--- src/rtl/rr_batch_dist_pkg.sv ---
package rr_batch_dist_pkg;

    // Whether the selected lane is taking items or owes a switch marker
    typedef enum logic {
        PH_ITEMS = 1'b0,
        PH_MARK  = 1'b1
    } dist_phase_e;

endpackage

--- src/rtl/rr_batch_ctrl.sv ---
module rr_batch_ctrl
    import rr_batch_dist_pkg::*;
#(
    parameter int NUM_OUT = 4,
    parameter int BATCH   = 2,
    localparam int SEL_W  = (NUM_OUT > 1) ? $clog2(NUM_OUT) : 1,
    localparam int CNT_W  = $clog2(BATCH + 1)
) (
    input  logic               clk,
    input  logic               rst_n,
    input  logic               in_valid,
    input  logic               in_flush,
    input  logic [NUM_OUT-1:0] out_ready,
    output logic [SEL_W-1:0]   sel,
    output logic               mark_pending,
    output logic               in_ready
);

    typedef struct packed {
        dist_phase_e      phase;
        logic [SEL_W-1:0] sel;
        logic [CNT_W-1:0] cnt;
    } ctrl_st_t;

    ctrl_st_t         st_d, st_q;
    logic             sel_rdy;
    logic             take_item;
    logic             take_mark;
    logic [CNT_W-1:0] cnt_nx;

    always_comb begin
        st_d      = st_q;
        sel_rdy   = out_ready[st_q.sel];
        take_item = (st_q.phase == PH_ITEMS) && in_valid && sel_rdy;
        take_mark = (st_q.phase == PH_MARK) && sel_rdy;
        cnt_nx    = st_q.cnt + CNT_W'(take_item);

        if (take_mark) begin
            st_d.phase = PH_ITEMS;
            st_d.cnt   = '0;
            st_d.sel   = (st_q.sel == SEL_W'(NUM_OUT - 1)) ? '0 : st_q.sel + 1'b1;
        end else if (st_q.phase == PH_ITEMS) begin
            st_d.cnt = cnt_nx;
            if ((take_item && cnt_nx == CNT_W'(BATCH)) ||
                (in_flush && cnt_nx != '0)) begin
                st_d.phase = PH_MARK;
            end
        end
    end

    always_ff @(posedge clk or negedge rst_n) begin
        if (!rst_n) begin
            st_q <= '{phase: PH_ITEMS, sel: '0, cnt: '0};
        end else begin
            st_q <= st_d;
        end
    end

    assign sel          = st_q.sel;
    assign mark_pending = (st_q.phase == PH_MARK);
    assign in_ready     = (st_q.phase == PH_ITEMS) && sel_rdy;

endmodule

--- src/rtl/rr_lane_demux.sv ---
module rr_lane_demux #(
    parameter int NUM_OUT = 4,
    parameter int DATA_W  = 16,
    localparam int SEL_W  = (NUM_OUT > 1) ? $clog2(NUM_OUT) : 1
) (
    input  logic [SEL_W-1:0]          sel,
    input  logic                      mark_pending,
    input  logic                      in_valid,
    input  logic [DATA_W-1:0]         in_data,
    output logic [NUM_OUT-1:0]        out_valid,
    output logic [NUM_OUT-1:0]        out_marker,
    output logic [NUM_OUT*DATA_W-1:0] out_data
);

    logic [DATA_W-1:0] beat_data;

    assign beat_data = mark_pending ? '0 : in_data;

    for (genvar i = 0; i < NUM_OUT; i++) begin : g_lane
        logic hit;
        assign hit                       = (sel == SEL_W'(i));
        assign out_valid[i]              = hit && (mark_pending || in_valid);
        assign out_marker[i]             = hit && mark_pending;
        assign out_data[i*DATA_W +: DATA_W] = beat_data;
    end

endmodule

--- src/rtl/rr_batch_dist.sv ---
module rr_batch_dist #(
    parameter int NUM_OUT = 4,
    parameter int DATA_W  = 16,
    parameter int BATCH   = 2,
    localparam int SEL_W  = (NUM_OUT > 1) ? $clog2(NUM_OUT) : 1
) (
    input  logic                      clk,
    input  logic                      rst_n,
    input  logic                      in_valid,
    input  logic [DATA_W-1:0]         in_data,
    input  logic                      in_flush,
    output logic                      in_ready,
    output logic [NUM_OUT-1:0]        out_valid,
    output logic [NUM_OUT-1:0]        out_marker,
    output logic [NUM_OUT*DATA_W-1:0] out_data,
    input  logic [NUM_OUT-1:0]        out_ready
);

    logic [SEL_W-1:0] sel;
    logic             mark_pending;

    rr_batch_ctrl #(
        .NUM_OUT (NUM_OUT),
        .BATCH   (BATCH)
    ) ctrl_i (
        .clk          (clk),
        .rst_n        (rst_n),
        .in_valid     (in_valid),
        .in_flush     (in_flush),
        .out_ready    (out_ready),
        .sel          (sel),
        .mark_pending (mark_pending),
        .in_ready     (in_ready)
    );

    rr_lane_demux #(
        .NUM_OUT (NUM_OUT),
        .DATA_W  (DATA_W)
    ) demux_i (
        .sel          (sel),
        .mark_pending (mark_pending),
        .in_valid     (in_valid),
        .in_data      (in_data),
        .out_valid    (out_valid),
        .out_marker   (out_marker),
        .out_data     (out_data)
    );

endmodule

--- config.mk ---
export PLATFORM = sky130hd
export DESIGN_NAME = rr_batch_dist
export DESIGN_NICKNAME = d
export VERILOG_FILES = /design/src/rtl/rr_batch_dist_pkg.sv /design/src/rtl/rr_batch_ctrl.sv /design/src/rtl/rr_lane_demux.sv /design/src/rtl/rr_batch_dist.sv
export SDC_FILE = /design/constraint.sdc
export NUM_CORES = 1
export LEC_CHECK = 0
export BUFFER_PORTS_ARGS = -buffer_cell sky130_fd_sc_hd__clkbuf_2
export CAP_MARGIN = 5
export CORE_MARGIN = 2
export CORE_UTILIZATION = 30
export CTS_CLUSTER_DIAMETER = 50
export DETAILED_ROUTE_END_ITERATION = 8
export PLACE_DENSITY = 0.73
export SETUP_SLACK_MARGIN = 0.2
export SKIP_CTS_REPAIR_TIMING = 1
export SYNTH_ARGS = -nofsm -noshare
export SYNTH_HDL_FRONTEND = slang
export SYNTH_HIERARCHICAL = 1
export SYNTH_SLANG_ARGS = --single-unit
--- constraint.sdc ---
create_clock -name clk -period 4.8 [get_ports clk]
set_clock_uncertainty 0.1 [all_clocks]
set_input_delay 0.48 -clock clk [delete_from_list [all_inputs] [get_ports clk]]
set_output_delay 0.48 -clock clk [all_outputs]
set_load 0.03 [all_outputs]
==> parameters.txt <==
Parameter                              Value

Outcome
  Status    finished, final reports clean

Final layout
  Number of inserted filler cells in the final layout    approximately 300
  Post-route non-filler standard cell count    183
  Fin nets    179
  Synthesis-to-finish area growth    20.1%
  Fraction of final layout cells with drive strength greater than 1    0.691
  Antenna cell count    0

STA
  Transition time of the tightest slew-check pin    slightly above 0.8 ns
  Unrepaired setup endpoints after global routing    no
  Worst slew margin    0.453
  Aggregate negative setup slack    0 ns
  Final hold violation count    0
  Setup-failing EPs final    0
  Part of the cycle the worst path needs    0.537
  Count of pins over their slew limit    0
  Final period demand of the worst path    2.58 ns
  Highest clock frequency the design can meet    0.388 GHz

Min path
  Hold/Removal Path Class    reg2reg

Synth
  Fraction of synthesis flops using an asynchronous set or reset pin    1.00
  Mapped Cells    approximately 100
  Flops & latches, synth    5
  Sequential area share after synthesis    0.150
  Top post-synthesis cells by area    sky130_fd_sc_hd__buf_4 (46%), sky130_fd_sc_hd__dfrtp_1 (15%), sky130_fd_sc_hd__nor2b_1 (13%), sky130_fd_sc_hd__ha_1 (3.0%), sky130_fd_sc_hd__mux2_2 (2.7%)
  Avg Inst Size Synth    8.10 um^2
  Commonest cells in the netlist    sky130_fd_sc_hd__buf_4 (51), sky130_fd_sc_hd__nor2b_1 (17), sky130_fd_sc_hd__dfrtp_1 (5), sky130_fd_sc_hd__nand2_1 (5), sky130_fd_sc_hd__nor2_1 (4)
  Post-synth EDFFs    0
  Fraction of synthesized cell area taken by the top area cell type    0.459
  Most frequent cell after synthesis    sky130_fd_sc_hd__buf_4
  Post-synth top flop    sky130_fd_sc_hd__dfrtp_1
  Syn. warnings    6
  Synth Net Count    129
  Post-Syn Area    835 um^2
  Library cell occupying the most area in the post-synthesis netlist    sky130_fd_sc_hd__buf_4
  Distinct cell type count after synthesis    21

GRT
  All-Layer GR Usage    0.0968
  Remaining global-route overflow    0
  Number of global-route vias before repair    just under 600
  Antenna violations before repair    0
  First-pass GRT wire length    about 2500 um
  Largest net degree at the start of global routing    29

Pwr
  Static leakage    0.631 nW
  Largest vdd supply drop    475 uV
  P per Cell Area    887 nW/um^2

Setup path
  Data arrival, critical path    around 2.6 ns
  Depth of the worst register-to-register path    7
  Startpoint of the lowest-slack register-to-register path    ctrl_i/sel[0]
  Startpoint kind of the worst setup timing path    register
  Worst Setup EP    ctrl_i/mark_pending
  Kind of capture point of the worst setup path    register
  Reg-to-reg critical path endpoint    ctrl_i/mark_pending
  Required time worst endpoint    4.82 ns
  Minimum setup slack among reg-to-reg paths    2.22 ns
  Crit path from    ctrl_i/sel[0]
  Start-to-end type of the worst setup path    reg2reg
  Critical Path Fanout Max    12

Floorplan
  Cell row count    19
  Area of the placeable core    2710 um^2
  Top Ports    97
  Initial Util    0.308
  Height of the chip    approximately 57 um
  Die span in x    ~57 um
  Floorplan die area    3220 um^2

Route
  Total met2 wirelength after detailed routing    around 890 um
  Drt via density    3.95
  Starting DRC count in detailed routing    4
  Overall via count from detail_route    723
  Wirelength per Cell    9.46 um
  Residual DRC    0
  Pre-Repair DR Iteration Count    2
  Met1 Routed Length    743 um
  Met3 wire length    96 um
  Top layer used by detailed routing    met3
  Post-detailed-routing wire length    1730 um
  Number of nets with antenna violations after detailed routing    0

Placement
  Routability Congestion    0.661
  Detailed placement HPWL    between 1000 and 1500 um
  Number of port buffers    96
  Inst Count DP    178

Job
  Max-capacitance violation count    0

Clock network
  H-tree levels    1
  Number of buffers between clock root and the deepest sink    2
  Clock buffers created by TritonCTS    3
  Cell at the root of the clock tree    sky130_fd_sc_hd__clkbuf_4
  Clock transition at the register clock pins on the worst setup and hold paths after CTS    approximately 0.050 ns
  TritonCTS clock tree    built
  Number of sinks on the clock net    5
  Clock insertion delay at the later pin of the skew report    between 0.2 and 0.25 ns
## critical path: stages (launching register included)
cell                      delay (ns)
sky130_fd_sc_hd__dfrtp_1        0.55
sky130_fd_sc_hd__mux4_2         0.61
sky130_fd_sc_hd__nor2b_1        0.17
sky130_fd_sc_hd__and2_1         0.20
sky130_fd_sc_hd__ha_1           0.18
sky130_fd_sc_hd__xor2_1         0.18
sky130_fd_sc_hd__and4_4         0.20
sky130_fd_sc_hd__o31a_1         0.27
## flip-flops by register name (all words and copies together), names as in the netlist
register and cells:
ctrl_i/sel 2, ctrl_i/st_q 2, ctrl_i/mark_pending 1
## metal layers
layer  global-route usage  vias up
li1                     -      379
met5                    0        -
met3               0.0138        0
met1                0.125      315
met2                0.161       29
met4               0.0399        0
## placed cells by master, fill, tap and decap left out, types with 2 or more instances in the layout
cell type,Yosys,final
sky130_fd_sc_hd__clkbuf_4,0,3
sky130_fd_sc_hd__nand2_1,5,5
sky130_fd_sc_hd__nor3b_1,2,2
sky130_fd_sc_hd__nor2b_1,17,17
sky130_fd_sc_hd__clkbuf_2,0,96
sky130_fd_sc_hd__mux2_2,2,2
sky130_fd_sc_hd__ha_1,2,2
sky130_fd_sc_hd__inv_1,2,2
sky130_fd_sc_hd__dfrtp_1,5,5
sky130_fd_sc_hd__nor2_1,4,4
sky130_fd_sc_hd__o22ai_1,2,2
## area by class of cell
class                      instances  area, um^2  area share
timing repair buffer              97         490       0.489
multi-input combinational         44         314       0.313
sequential                         5         125       0.125
tap                               31        38.8      0.0387
clock buffer                       4        26.3      0.0262
inverter                           2        7.51     0.00749
## worst min path at each step
| stage | start | to | slack, ns | cells past startpoint |
|---|---|---|---|---|
| after floorplan | rst_n | ctrl_i/mark_pending | 0.08 | 0 |
| after global placement | rst_n | ctrl_i/sel[0] | 0.21 | 1 |
| after detailed placement | rst_n | ctrl_i/st_q[0] | 0.21 | 1 |
| after CTS | rst_n | ctrl_i/st_q[0] | -0.06 | 1 |
| after global routing | ctrl_i/st_q[0] | ctrl_i/st_q[0] | 0.47 | 2 |
| final | ctrl_i/st_q[0] | ctrl_i/st_q[0] | 0.46 | 2 |
## kinds of logic (layout without fill, tap and decap cells)
group,Yosys count,in the layout,share of synthesized area
mux,3,3,0.0540
simple gates,34,34,0.247
buf+inv,54,103,0.474
flops,5,5,0.150
fa+ha+maj,2,2,0.0300
xor+xnor,1,1,0.0105
compound gates,4,4,0.0345
## metrics by stage
step	total power, mW	util	hold slack, ns	instance area, um^2	setup slack, ns
after CTS	0.896	0.366	-0.0558	992	2.23
after global placement	0.841	0.356	0.207	966	2.29
after global routing	0.942	0.370	0.468	1000	2.11
final	0.889	0.370	0.458	1000	2.22
after floorplan	0.817	-	0.0844	835	2.35
after detailed placement	0.844	0.356	0.208	966	2.24
## report_power, final
part,total [mW],internal (mW),switching (mW)
clock,0.0495,0.0315,0.0180
sequential,0.124,0.0615,0.0622
combinational,0.716,0.197,0.519
(Power assumes the default switching activity.)
